<file path="config.mk">
export PLATFORM = sky130hd
export DESIGN_NAME = adc_conv_seq
export DESIGN_NICKNAME = d
export VERILOG_FILES = /design/src/rtl/adc_seq_pkg.sv /design/src/rtl/adc_start_qual.sv /design/src/rtl/adc_step_ctr.sv /design/src/rtl/adc_sar_reg.sv /design/src/rtl/adc_conv_seq.sv
export SDC_FILE = /design/constraint.sdc
export NUM_CORES = 1
export LEC_CHECK = 0
export ABC_AREA = 1
export BUFFER_PORTS_ARGS = -buffer_cell sky130_fd_sc_hd__buf_2
export CORE_UTILIZATION = 50
export CTS_CLUSTER_DIAMETER = 80
export DETAILED_ROUTE_END_ITERATION = 7
export GPL_ROUTABILITY_DRIVEN = 0
export GPL_TIMING_DRIVEN = 0
export HOLD_SLACK_MARGIN = 0.12
export PLACE_DENSITY_LB_ADDON = 0.3
export SLEW_MARGIN = 20
export SYNTH_ARGS = -nofsm -noshare
export SYNTH_HDL_FRONTEND = slang
export SYNTH_SLANG_ARGS = --single-unit
export TNS_END_PERCENT = 1
</file>
<file path="constraint.sdc">
create_clock -name clk -period 1.1 [get_ports clk]
set_input_delay 0.055 -clock clk [delete_from_list [all_inputs] [get_ports clk]]
set_output_delay 0.055 -clock clk [all_outputs]
set_load 0.01 [all_outputs]
</file>
<file path="src/rtl/adc_seq_pkg.sv">
package adc_seq_pkg;
  typedef enum logic [1:0] {
    ST_TRACK = 2'd0,
    ST_CONV  = 2'd1,
    ST_DONE  = 2'd2
  } seq_state_t;
endpackage

</file>
<file path="src/rtl/adc_start_qual.sv">
// Resynchronises the start strobe and qualifies its low width.
module adc_start_qual #(
  parameter int SYNC_STAGES = 2,
  parameter int MIN_LOW     = 2,
  localparam int LW = $clog2(MIN_LOW + 1)
) (
  input  logic clk,
  input  logic rst_n,
  input  logic start_n,
  input  logic enable,
  output logic armed,
  output logic start_ok
);
  logic [SYNC_STAGES-1:0] sync_q;
  logic                   prev_q;
  logic [LW-1:0]          low_cnt;
  logic                   synced;

  assign synced = sync_q[SYNC_STAGES-1];

  always_ff @(posedge clk or negedge rst_n) begin
    if (!rst_n) begin
      sync_q  <= '1;
      prev_q  <= 1'b1;
      low_cnt <= '0;
    end else begin
      sync_q <= {sync_q[SYNC_STAGES-2:0], start_n};
      prev_q <= synced;
      if (!enable || synced)
        low_cnt <= '0;
      else if (low_cnt < LW'(MIN_LOW))
        low_cnt <= low_cnt + 1'b1;
    end
  end

  assign armed    = enable && (low_cnt == LW'(MIN_LOW));
  assign start_ok = armed && synced && !prev_q;
endmodule

</file>
<file path="src/rtl/adc_step_ctr.sv">
// Counts non-stalled conversion steps.
module adc_step_ctr #(
  parameter int BASE_CYCLES = 56,
  localparam int CW = $clog2(BASE_CYCLES + 1)
) (
  input  logic          clk,
  input  logic          rst_n,
  input  logic          clr,
  input  logic          adv,
  output logic [CW-1:0] count,
  output logic          last
);
  always_ff @(posedge clk or negedge rst_n) begin
    if (!rst_n)   count <= '0;
    else if (clr) count <= '0;
    else if (adv) count <= count + 1'b1;
  end

  assign last = (count == CW'(BASE_CYCLES - 1));
endmodule

</file>
<file path="src/rtl/adc_sar_reg.sv">
// Successive-approximation register: one bit per SPAN steps, MSB first.
module adc_sar_reg #(
  parameter int RES_BITS    = 12,
  parameter int BASE_CYCLES = 56,
  localparam int SPAN = BASE_CYCLES / RES_BITS,
  localparam int PW   = (SPAN > 1) ? $clog2(SPAN) : 1,
  localparam int IW   = $clog2(RES_BITS + 1)
) (
  input  logic                clk,
  input  logic                rst_n,
  input  logic                clr,
  input  logic                adv,
  input  logic                cmp_bit,
  output logic [RES_BITS-1:0] code
);
  logic [PW-1:0] phase;
  logic [IW-1:0] idx;
  logic          take;

  assign take = adv && (phase == PW'(SPAN - 1)) && (idx < IW'(RES_BITS));

  always_ff @(posedge clk or negedge rst_n) begin
    if (!rst_n) begin
      phase <= '0;
      idx   <= '0;
    end else if (clr) begin
      phase <= '0;
      idx   <= '0;
    end else if (adv) begin
      phase <= (phase == PW'(SPAN - 1)) ? '0 : phase + 1'b1;
      if (take) idx <= idx + 1'b1;
    end
  end

  for (genvar b = 0; b < RES_BITS; b++) begin : g_bit
    always_ff @(posedge clk or negedge rst_n) begin
      if (!rst_n)
        code[b] <= 1'b0;
      else if (clr)
        code[b] <= 1'b0;
      else if (take && (idx == IW'(RES_BITS - 1 - b)))
        code[b] <= cmp_bit;
    end
  end
endmodule

</file>
<file path="src/rtl/adc_conv_seq.sv">
module adc_conv_seq
  import adc_seq_pkg::*;
#(
  parameter int RES_BITS    = 12,
  parameter int BASE_CYCLES = 56,
  parameter int MIN_LOW     = 2,
  parameter int SYNC_STAGES = 2,
  localparam int CW = $clog2(BASE_CYCLES + 1)
) (
  input  logic                clk,
  input  logic                rst_n,
  input  logic                start_n,
  input  logic                host_access,
  input  logic                cmp_bit,
  output logic                busy_n,
  output logic                hold,
  output logic [CW-1:0]       step_count,
  output logic                res_valid,
  input  logic                res_ready,
  output logic [RES_BITS-1:0] res_data
);
  seq_state_t state_q, state_d;
  logic armed, start_ok, adv, last;

  adc_start_qual #(.SYNC_STAGES(SYNC_STAGES), .MIN_LOW(MIN_LOW)) u_qual (
    .clk(clk), .rst_n(rst_n), .start_n(start_n),
    .enable(state_q == ST_TRACK), .armed(armed), .start_ok(start_ok)
  );

  assign adv = (state_q == ST_CONV) && !host_access;

  adc_step_ctr #(.BASE_CYCLES(BASE_CYCLES)) u_ctr (
    .clk(clk), .rst_n(rst_n), .clr(start_ok), .adv(adv),
    .count(step_count), .last(last)
  );

  adc_sar_reg #(.RES_BITS(RES_BITS), .BASE_CYCLES(BASE_CYCLES)) u_sar (
    .clk(clk), .rst_n(rst_n), .clr(start_ok), .adv(adv),
    .cmp_bit(cmp_bit), .code(res_data)
  );

  always_comb begin
    state_d = state_q;
    unique case (state_q)
      ST_TRACK: if (start_ok)    state_d = ST_CONV;
      ST_CONV:  if (adv && last) state_d = ST_DONE;
      ST_DONE:  if (res_ready)   state_d = ST_TRACK;
      default:                   state_d = ST_TRACK;
    endcase
  end

  always_ff @(posedge clk or negedge rst_n) begin
    if (!rst_n) state_q <= ST_TRACK;
    else        state_q <= state_d;
  end

  assign busy_n    = !armed;
  assign hold      = (state_q == ST_CONV);
  assign res_valid = (state_q == ST_DONE);
endmodule

</file>
==> results.md, run 1 <==
* Outcome: finished with violations
* Violated checks: negative setup slack
* Fin crit share at 1.18
* FILL cells at 252
* Tmin final at 1.29 ns
* Vias/cell at 5.19
* Hold WC Path Type: input port to flip-flop
* Hold Path Depth at 4
* Die ar. at 0.00346 mm^2
* Overall routing resource usage at 0.237
* ANT cells at 0
* GRT overflow at 0
* R2R Path End: u_sar.code[6]$_DFFE_PN0P_
* Crit. End Element: flip-flop
* Startpoint types: flip-flop
* VDD IR max at 1.12 mV
* Final WS setup at -0.194 ns
* Total Routed Length at 3.59 mm
* Distinct cells, synth at 17
* Setup violations, final at 29
* Hold Path End: u_sar.phase[0]$_DFFE_PN0P_
* Clk pin slew, worst setup/hold paths at 0.10 ns
* Clock Tree Buf Depth at 2
* Mapped Cells at 198
* Starting Density at 0.530
* Max-cap violations at 0
* Final core area utilization at 0.689
* Post-DP HPWL at 2.27 mm
* RSZ-0062 raised after global routing: yes
* Clk Latency, worst-skew pair at 0.34 ns
* Vias at 1501
* Total Power at 3.67 mW
* Register-to-Register Setup Slack at -0.19 ns
* Worst r2r src: state_q[1]$_DFFE_PN0P_
* CP max FO at 6
* Worst Reg-to-Reg Cells at 8
* Synthesized area per cell at 8.16 um^2
* Hold slack at 0.232 ns
* Final Hold Violating Endpoints at 0
* Fraction of layout cells with a size suffix above 1 at 0.310
* Clock Tree Root: clkbuf_4
* Sink Count at 31
* Largest net degree at the start of global routing at 32
* Setup TNS Final at -4.01 ns
* Final Max Tran Viols at 0
* Area of the core at 0.00305 mm^2
* Antenna-violating nets left at 0
* DRT iter0 DRCs at 53
* CTS buffer count at 5
* Avg WL per Cell at 12.4 um
* Layout area overhead at 30.2%
* Critical Path RT at 1.34 ns
* Critical path class: flip-flop to flip-flop
* Vias in the first global route at 1415
* Yosys reg bits at 31
* Worst slew pin tran at 0.669 ns
* Top Ports at 27
* IO Port Bufs at 26
* Horiz. Die Dim at 58.9 um
* Syn. warnings at 0
* Vert. Die Dim at 58.9 um
* Arr. time, crit path at 1.53 ns
* Drt drc at 0
* Synthesized area at 0.00162 mm^2
* Initial antenna violation count at 0
* Most frequent cells in the layout: 51 x nand2_1, 29 x buf_2, 27 x dfrtp_1
* H-Tree Level Count at 2
* Slew HR at 0.554
* Leakage at 1.08 nW
* Sequential share of the synthesized area at 0.482
* Std cell rows at 20
* TritonCTS clock tree: yes
* DR pass1 iterations at 4
* Fmax at 773 MHz
* Commonest non-fill, non-tap cell in the layout: nand2_1
* Global-route wire length before repair at 6.18 mm
* Fin nets at 257
* Worst Setup SP: state_q[1]$_DFFE_PN0P_
* Syn_nets at 211
* PwrDens at 1740 mW/mm^2
* Clk_skew at 0.0104 ns
* Worst hold start: host_access
## report_power, final
group / internal (mW) / total [mW] / switching [mW]
Sequential: 1.38 / 1.66 / 0.276
Combinational: 0.503 / 1.23 / 0.726
Clock: 0.373 / 0.780 / 0.406
Total: 2.26 / 3.67 / 1.41
## what timing repair did
item | in CTS | in global routing
cloned | 3 | 0
hold endpoints to repair | 39 | 0
buffers inserted | 1 | 4
setup endpoints to repair | 29 | 29
pin swaps | 2 | 4
hold buffers | 5 | 0
gates resized for setup | 16 | 18
## metrics by stage
| step | cell area [um^2] | instances | setup WS, ns |
|---|---|---|---|
| 2_1_floorplan | 1620 | 198 | -0.0591 |
| 3_3_place_gp | 1810 | 268 | -0.220 |
| 3_5_place_dp | 1810 | 268 | -0.261 |
| 4_1_cts | 2000 | 285 | -0.199 |
| 5_1_grt | 2100 | 289 | -0.261 |
| 6_report | 2100 | 289 | -0.194 |
## cell families after synthesis
| group | after synthesis | synth area share |
|---|---|---|
| simple gates | 123 | 0.348 |
| flops | 31 | 0.482 |
| buf+inv | 27 | 0.0766 |
| compound gates | 8 | 0.0279 |
| fa+ha+maj | 7 | 0.0542 |
| xor+xnor | 2 | 0.0108 |
## metal layers
layer,up-vias,GRT usage,wire length [um]
met5,-,0,0
met4,0,0.0952,61
met3,9,0.0659,137
met2,30,0.364,1650
met1,721,0.319,1730
li1,741,-,-
## worst max-delay path: stages (launching register included)
cell and delay (ns):
dfrtp_1 0.43, inv_2 0.12, nand3b_4 0.11, nor2_4 0.11, buf_6 0.14, buf_12 0.11, nand2_1 0.06, nand3_1 0.07
nand2_1 0.05
## registers in the layout, summed over array words and instances, names as in the netlist
signal	cells
u_sar.idx	4
u_sar.code	12
state_q	2
u_qual.low_cnt	2
u_qual.prev_q	1
u_ctr.count	6
u_sar.phase	2
u_qual.sync_q	2
## worst max-delay path by stage
stage,endpoint,slack (ns)
floorplan,u_sar.code[0]$_DFFE_PN0P_,-0.06
global placement,u_sar.code[1]$_DFFE_PN0P_,-0.22
detailed placement,u_sar.phase[0]$_DFFE_PN0P_,-0.26
CTS,u_sar.idx[2]$_DFFE_PN0P_,-0.20
global route,u_sar.code[8]$_DFFE_PN0P_,-0.26
finish,u_sar.code[6]$_DFFE_PN0P_,-0.19
## synth_stat cells (all sizes together)
cell type,count,area share
a21oi,3,0.0093
buf,8,0.033
dfrtp,28,0.43
dfstp,3,0.049
ha,7,0.054
inv,19,0.044
nand2,54,0.13
nand3,28,0.090
nand3b,1,0.012
nand4,16,0.062
nor2,24,0.059
o21ai,3,0.0093
o31ai,2,0.0093
xor2,2,0.011
## final cells by class
type,instances,area (um^2),share of cell area
inverter,19,71.3,0.0339
timing repair buffer,39,248,0.118
clock buffer,7,65.1,0.0309
multi-input combinational,140,793,0.377
sequential,31,781,0.371
tap,44,55.1,0.0262
buffer,8,83.8,0.0398
clock inverter,1,7.51,0.00357
No activity file was read; power rests on OpenSTA's default activity.
==> run 2, diff against run 1 <==
--- a/config.mk
+++ b/config.mk
@@ -14,6 +14,7 @@
 export GPL_TIMING_DRIVEN = 0
 export HOLD_SLACK_MARGIN = 0.12
 export PLACE_DENSITY_LB_ADDON = 0.3
+export RECOVER_POWER = 100
 export SLEW_MARGIN = 20
 export SYNTH_ARGS = -nofsm -noshare
 export SYNTH_HDL_FRONTEND = slang
==> run 2 against run 1 <==
Against the previous run: the run still ends with negative setup slack left; via count down 0.33%; core utilization down 0.70 points; routed wire length up 0.39%; clock-buffer cell count unchanged; fmax about the same; clock skew about the same; clock power about the same; sequential power about the same; critical path depth unchanged; hold slack about the same; global-route usage unchanged; flip-flop and latch count unchanged; critical path type unchanged.
==> results.md, run 2 (synthesis results as in run 1) <==
* Outcome: finished with violations
* Violated checks: negative setup slack
* Vert. Die Dim at 58.9 um (unchanged)
* Vias at 1496 (-0.33%)
* Seq pwr share at 0.457 (+0.005)
* WP buf/inv at 3 (unchanged)
* Worst Reg-to-Reg Cells at 8 (unchanged)
* Slew HR at 0.504 (-0.0498)
* Sw Pwr at 1.41 mW (+0.47%)
* Critical path's top delay family: flip-flops
* Hold Path Depth at 4 (unchanged)
* Avg WL per Cell at 12.5 um (+0.39%)
* Horiz. Die Dim at 58.9 um (unchanged)
* Final core area utilization at 0.682 (-0.00697)
* Clock Tree Root: clkbuf_4
* Largest net degree at the start of global routing at 32 (unchanged)
* Final WS setup at -0.194 ns (-0.0000590 ns)
* Global-route wire length before repair at 6.18 mm (unchanged)
* Starting Density at 0.530 (unchanged)
* Area of the core at 0.00305 mm^2 (unchanged)
* Drt drc at 0 (unchanged)
* Crit-path most repeated cell: nand2_1
* Antenna-violating nets left at 0 (unchanged)
* VDD IR max at 1.12 mV (+0.15%)
* Hold slack at 0.232 ns (+0.0000810 ns)
* Leakage at 1.01 nW (-6.4%)
* Post-DP HPWL at 2.27 mm (unchanged)
* GRT overflow at 0 (unchanged)
* Tmin final at 1.29 ns (+0.0000590 ns)
* CP cell instances: inv_2 > nand3b_4 > nor2_4 > buf_6 > buf_12 > nand2_1 > nand3_1 > nand2_1
* Fin nets at 257 (unchanged)
* Die ar. at 0.00346 mm^2 (unchanged)
* Clk_skew at 0.00996 ns (-0.000466 ns)
* CTS buffer count at 5 (unchanged)
* Crit-path slowest cell: dfrtp_1
* Pint at 2.23 mW (-1.4%)
* Area of the multi-input gates at 793 um^2 (unchanged)
* Crit-path max cell delay at 0.43 ns (about the same)
* Setup violations, final at 29 (unchanged)
* Crit. End Element: flip-flop
* ANT cells at 0 (unchanged)
* Non-Filler Instances at 289 (unchanged)
* RSZ-0062 raised after global routing: yes
* Clock network power share at 0.214 (about the same)
* Total Power at 3.64 mW (-0.70%)
* Largest register by flop count: u_sar.code
* Switching Share at 0.388 (+0.00453)
* PwrDens at 1750 mW/mm^2 (+0.31%)
* TritonCTS clock tree: yes
* Placed insts at 268 (unchanged)
* CP max FO at 6 (unchanged)
* IO Port Bufs at 26 (unchanged)
* Hold WC Path Type: input port to flip-flop
* Initial antenna violation count at 0 (unchanged)
* Final Hold Violating Endpoints at 0 (unchanged)
* Startpoint types: flip-flop
* Max-cap violations at 0 (unchanged)
* Critical path class: flip-flop to flip-flop
* Clk pin slew, worst setup/hold paths at 0.10 ns (about the same)
* FILL cells at 264 (+4.8%)
* Vias/cell at 5.18 (-0.33%)
* Total Routed Length at 3.60 mm (+0.39%)
* Worst slew pin tran at 0.744 ns (+0.0746 ns)
* Overall routing resource usage at 0.237 (unchanged)
* Arr. time, crit path at 1.53 ns (about the same)
* Critical Path RT at 1.34 ns (about the same)
* Fmax at 773 MHz (about the same)
* Clk Latency, worst-skew pair at 0.33 ns (about the same)
* Fraction of layout cells with a size suffix above 1 at 0.241 (-0.0694)
* Fin crit share at 1.18 (about the same)
* Vias in the first global route at 1415 (unchanged)
* Largest regs: u_sar.code x12, u_ctr.count x6, u_sar.idx x4
* Layout area overhead at 28.9%
* Commonest non-fill, non-tap cell in the layout: nand2_1
* Logic pwr share at 0.329 (-0.006)
* Final Max Tran Viols at 0 (unchanged)
* WP depth at 8 (unchanged)
* Clock Tree Buf Depth at 2 (unchanged)
* Sink Count at 31 (unchanged)
* Most frequent cells in the layout: 51 x nand2_1, 27 x dfrtp_1, 24 x nand3_1
* Number of flip-flops in the largest register at 12 (unchanged)
* FF+latch area at 781 um^2 (unchanged)
* DRT iter0 DRCs at 53 (unchanged)
* Std cell rows at 20 (unchanged)
* Top Ports at 27 (unchanged)
* DR pass1 iterations at 4 (unchanged)
* H-Tree Level Count at 2 (unchanged)
[run 2: tightest hold or removal path, delay by kind of cell]
family | cells | cell delay (ns)
AND/OR/NAND/NOR | 1 | 0.15
buffers and inverters | 2 | 0.25
AO/OA/AOI/OAI | 1 | 0.07
[run 2: final timing paths]
path                                       startpoint                          to  slack [ns]
setup / recovery               state_q[1]$_DFFE_PN0P_   u_sar.code[6]$_DFFE_PN0P_       -0.19
setup reg to reg               state_q[1]$_DFFE_PN0P_   u_sar.code[6]$_DFFE_PN0P_       -0.19
max in group asynchronous                       rst_n      state_q[0]$_DFFE_PN0P_        0.29
min in group asynchronous                       rst_n      state_q[1]$_DFFE_PN0P_        0.30
hold reg to reg            u_qual.sync_q[0]$_DFF_PN1_  u_qual.sync_q[1]$_DFF_PN1_        0.36
hold / removal                            host_access  u_sar.phase[0]$_DFFE_PN0P_        0.23
[run 2: what timing repair did]
action,in CTS,in global routing
setup endpoints to repair,29,29
pin swaps,2,4
hold endpoints to repair,39,0
cloned,3,0
setup buffers,1,4
gates resized for setup,16,18
hold buffers,5,0
[run 2: cell type report]
cell class,instances,area share
well taps,44,0.0264
clock inverters,1,0.00360
repair buffers,39,0.109
multi-input cells,140,0.381
flip-flops and latches,31,0.375
plain buffers,8,0.0402
clock buffers,7,0.0312
inverters,19,0.0342
[run 2: power groups by stage]
stage | Combinational [mW] | Clock (mW) | Sequential (mW)
after floorplan | 0.659 | 0 | 1.69
after global placement | 1.03 | 0 | 1.66
after detailed placement | 1.05 | 0 | 1.67
after CTS | 1.11 | 0.788 | 1.64
after global routing | 1.40 | 0.836 | 1.71
final | 1.20 | 0.779 | 1.66
[run 2: through the flow]
stage | instance area (um^2) | setup TNS [ns] | setup WS [ns]
after CTS | 2000 | -4.89 | -0.199
after floorplan | 1620 | -1.21 | -0.0591
final | 2080 | -4.01 | -0.194
after global placement | 1810 | -4.77 | -0.220
after detailed placement | 1810 | -5.84 | -0.261
after global routing | 2080 | -6.29 | -0.261
[run 2: routing by layer]
metal | vias to the layer above | GRT usage | part of all wire
li1 | 740 | - | -
met1 | 721 | 0.319 | 0.49
met2 | 26 | 0.364 | 0.46
met3 | 9 | 0.0659 | 0.036
met4 | 0 | 0.0952 | 0.017
met5 | - | 0 | 0
==> run 3, diff against run 2 <==
--- a/config.mk
+++ b/config.mk
@@ -7,7 +7,7 @@
 export LEC_CHECK = 0
 export ABC_AREA = 1
 export BUFFER_PORTS_ARGS = -buffer_cell sky130_fd_sc_hd__buf_2
-export CORE_UTILIZATION = 50
+export CORE_UTILIZATION = 30
 export CTS_CLUSTER_DIAMETER = 80
 export DETAILED_ROUTE_END_ITERATION = 7
 export GPL_ROUTABILITY_DRIVEN = 0
==> constraint.sdc (replaced) <==
create_clock -name clk -period 1.2 [get_ports clk]
set_input_delay 0.06 -clock clk [delete_from_list [all_inputs] [get_ports clk]]
set_output_delay 0.06 -clock clk [all_outputs]
set_load 0.01 [all_outputs]
==> run 3 against run 2 <==
Against the previous run: the run still ends with negative setup slack left; die area grew 64%; power shrank 7.0%; highest routed layer unchanged; non-clock buffer count shrank 2; combinational power shrank 12%; fmax grew 1.6%; final area grew 1.3%; clock skew shrank 0.0071 ns; clock-buffer cell count shrank 2; critical path depth is the same; core utilization shrank 27 points; hold slack gained 0.055 ns.
==> results.md, run 3 (synthesis results as in run 1) <==
* Outcome: finished with violations
* Violated checks: negative setup slack
* Fin crit share at 1.06 (-0.115)
* Vias at 1430 (-4.4%)
* Fin nets at 255 (-0.78%)
* R2R Path End: u_sar.code[9]$_DFFE_PN0P_
* Peak-usage layer in the global routing report: met2
* Clk pin slew, worst setup/hold paths at 0.07 ns (-0.03 ns)
* Arr. time, crit path at 1.44 ns (-0.09 ns)
* Total Routed Length at 3.70 mm (+2.8%)
* H-Tree Level Count at 2 (unchanged)
* Top Ports at 27 (unchanged)
* Post-DP HPWL at 2.42 mm (+6.6%)
* Setup violations, final at 23 (-21%)
* Crit-path slowest cell: dfrtp_1
* Worst slew pin tran at 0.787 ns (+0.0435 ns)
* Setup WS pre-CTS at -0.148 ns (+0.113 ns)
* Worst r2r src: u_sar.phase[0]$_DFFE_PN0P_
* Fmax at 786 MHz (+1.6%)
* Worst Reg-to-Reg Cells at 8 (unchanged)
* Critical path's top delay family: flip-flops
* CP max FO at 7 (+1)
* Tmin final at 1.27 ns (-0.0209 ns)
* ANT cells at 0 (unchanged)
* Largest register by flop count: u_sar.code
* DRT iter0 DRCs at 88 (+66%)
* Crit-path most repeated cell: nand2_1
* Drt drc at 0 (unchanged)
* Startpoint types: flip-flop
* Final Max Tran Viols at 0 (unchanged)
* CP cell instances: ha_2 > nand2_2 > nor2_4 > buf_6 > buf_12 > nand2_1 > nand3_1 > nand2_1
* Die ar. at 0.00569 mm^2 (+64%)
* GR Layer Usage met3 at 0.0410 (-0.0249)
* Initial antenna violation count at 0 (unchanged)
* Critical Path RT at 1.36 ns (+0.02 ns)
* Largest regs: u_sar.code x12, u_ctr.count x6, u_sar.idx x4
* Hold Path End: u_sar.phase[0]$_DFFE_PN0P_
* Clk_skew at 0.00283 ns (-0.00713 ns)
* Hold Path Depth at 4 (unchanged)
* WP buf/inv at 2 (-1)
* Worst hold start: host_access
* Number of flip-flops in the largest register at 12 (unchanged)
* Horiz. Die Dim at 75.4 um (+28%)
* Std cell rows at 26 (+30%)
* Crit-path max cell delay at 0.36 ns (-0.07 ns)
* Max-cap violations at 0 (unchanged)
* VDD IR max at 0.545 mV (-52%)
* Global-route wire length before repair at 5.97 mm (-3.4%)
* Final WS setup at -0.0727 ns (+0.121 ns)
* Slew HR at 0.475 (-0.0290)
* Hold slack at 0.286 ns (+0.0547 ns)
* RSZ-0062 raised after global routing: yes
* Vert. Die Dim at 75.4 um (+28%)
* Sink Count at 31 (unchanged)
* Leakage at 1.01 nW (about the same)
* Antenna-violating nets left at 0 (unchanged)
* Hold WC Path Type: input port to flip-flop
* Vias/cell at 4.57 (-12%)
* Commonest non-fill, non-tap cell in the layout: nand2_1
* CTS buffer count at 5 (unchanged)
* M1 GR Usage at 0.185 (-0.134)
* Met2 Usage GRT at 0.222 (-0.141)
* Largest net degree at the start of global routing at 32 (unchanged)
* Fraction of layout cells with a size suffix above 1 at 0.210 (-0.0309)
* Area of the core at 0.00514 mm^2 (+68%)
* IO Port Bufs at 26 (unchanged)
* Crit. End Element: flip-flop
* TritonCTS clock tree: yes
* DR pass1 iterations at 4 (unchanged)
* Clk Latency, worst-skew pair at 0.27 ns (-0.06 ns)
* Critical path class: flip-flop to flip-flop
* Vias in the first global route at 1276 (-9.8%)
* Starting Density at 0.315 (-0.215)
* Clock Tree Root: clkbuf_8
* Register-to-Register Setup Slack at -0.07 ns (+0.12 ns)
* Layout area overhead at 30.6%
* Avg WL per Cell at 11.8 um (-5.1%)
* Most frequent cells in the layout: 52 x nand2_1, 27 x nand3_1, 27 x dfrtp_1
* PwrDens at 1600 mW/mm^2 (-8.2%)
* GRT overflow at 0 (unchanged)
* Clock Tree Buf Depth at 2 (unchanged)
* Final Hold Violating Endpoints at 0 (unchanged)
* Overall routing resource usage at 0.141 (-0.0964)
[run 3: cell count changes in the layout (fill, tap and decap cells not counted), sizes merged]
cell      change
buf           -4
clkinv        +3
clkinvlp      -1
[run 3: per-stage QoR]
step                      instances  instance area, um^2  utilization  setup TNS [ns]  total power [mW]
after floorplan                 198                 1620            -               0              2.15
after global placement          294                 1830        0.357           -2.34              2.48
after detailed placement        294                 1830        0.357           -2.71              2.49
after CTS                       310                 2020        0.393           -1.68              3.36
after global routing            313                 2110        0.411           -3.03              3.67
final                           313                 2110        0.411          -0.968              3.39
[run 3: worst max path at each step]
stage | depth (start not counted) | endpoint | slack, ns | start
after floorplan | 7 | u_sar.code[0]$_DFFE_PN0P_ | 0.02 | state_q[1]$_DFFE_PN0P_
after global placement | 7 | u_sar.code[10]$_DFFE_PN0P_ | -0.13 | state_q[1]$_DFFE_PN0P_
after detailed placement | 7 | u_sar.code[0]$_DFFE_PN0P_ | -0.15 | state_q[1]$_DFFE_PN0P_
after CTS | 6 | u_sar.code[9]$_DFFE_PN0P_ | -0.09 | u_qual.sync_q[1]$_DFF_PN1_
after global routing | 8 | u_sar.code[9]$_DFFE_PN0P_ | -0.13 | state_q[1]$_DFFE_PN0P_
final | 8 | u_sar.code[9]$_DFFE_PN0P_ | -0.07 | u_sar.phase[0]$_DFFE_PN0P_
[run 3: layer usage]
layer	share of wire	vias to the layer above	wire length (um)
li1	-	739	-
met1	0.49	668	1810
met2	0.47	19	1730
met3	0.026	4	98
met4	0.015	0	55
met5	0	-	0
[run 3: layout make-up]
cell class / instances / area [um^2]
plain buffers: 8 / 83.8
clock buffers: 5 / 68.8
clock inverters: 3 / 15.0
fillers: 549 / 3030
inverters: 19 / 71.3
multi-input cells: 140 / 785
flip-flops and latches: 31 / 781
well taps: 70 / 87.6
repair buffers: 37 / 219
[run 3: what timing repair did]
item	in CTS	in global routing
pin swaps	0	5
gates resized for setup	10	24
setup buffers	3	1
gates cloned	0	2
hold buffers	5	0
endpoints found under the hold margin	34	0
endpoints found under the setup margin	27	28
[run 3: power breakdown]
| group | switching, mW | leakage (nW) | internal [mW] | total, mW |
|---|---|---|---|---|
| clock network | 0.388 | 0.0477 | 0.396 | 0.784 |
| registers | 0.274 | 0.402 | 1.27 | 1.54 |
| logic | 0.631 | 0.560 | 0.428 | 1.06 |
[run 3: tightest hold or removal path, cell delays in order]
cell and delay (ns):
buf_2 0.09, nand3b_4 0.14, buf_4 0.16, o31ai_1 0.08
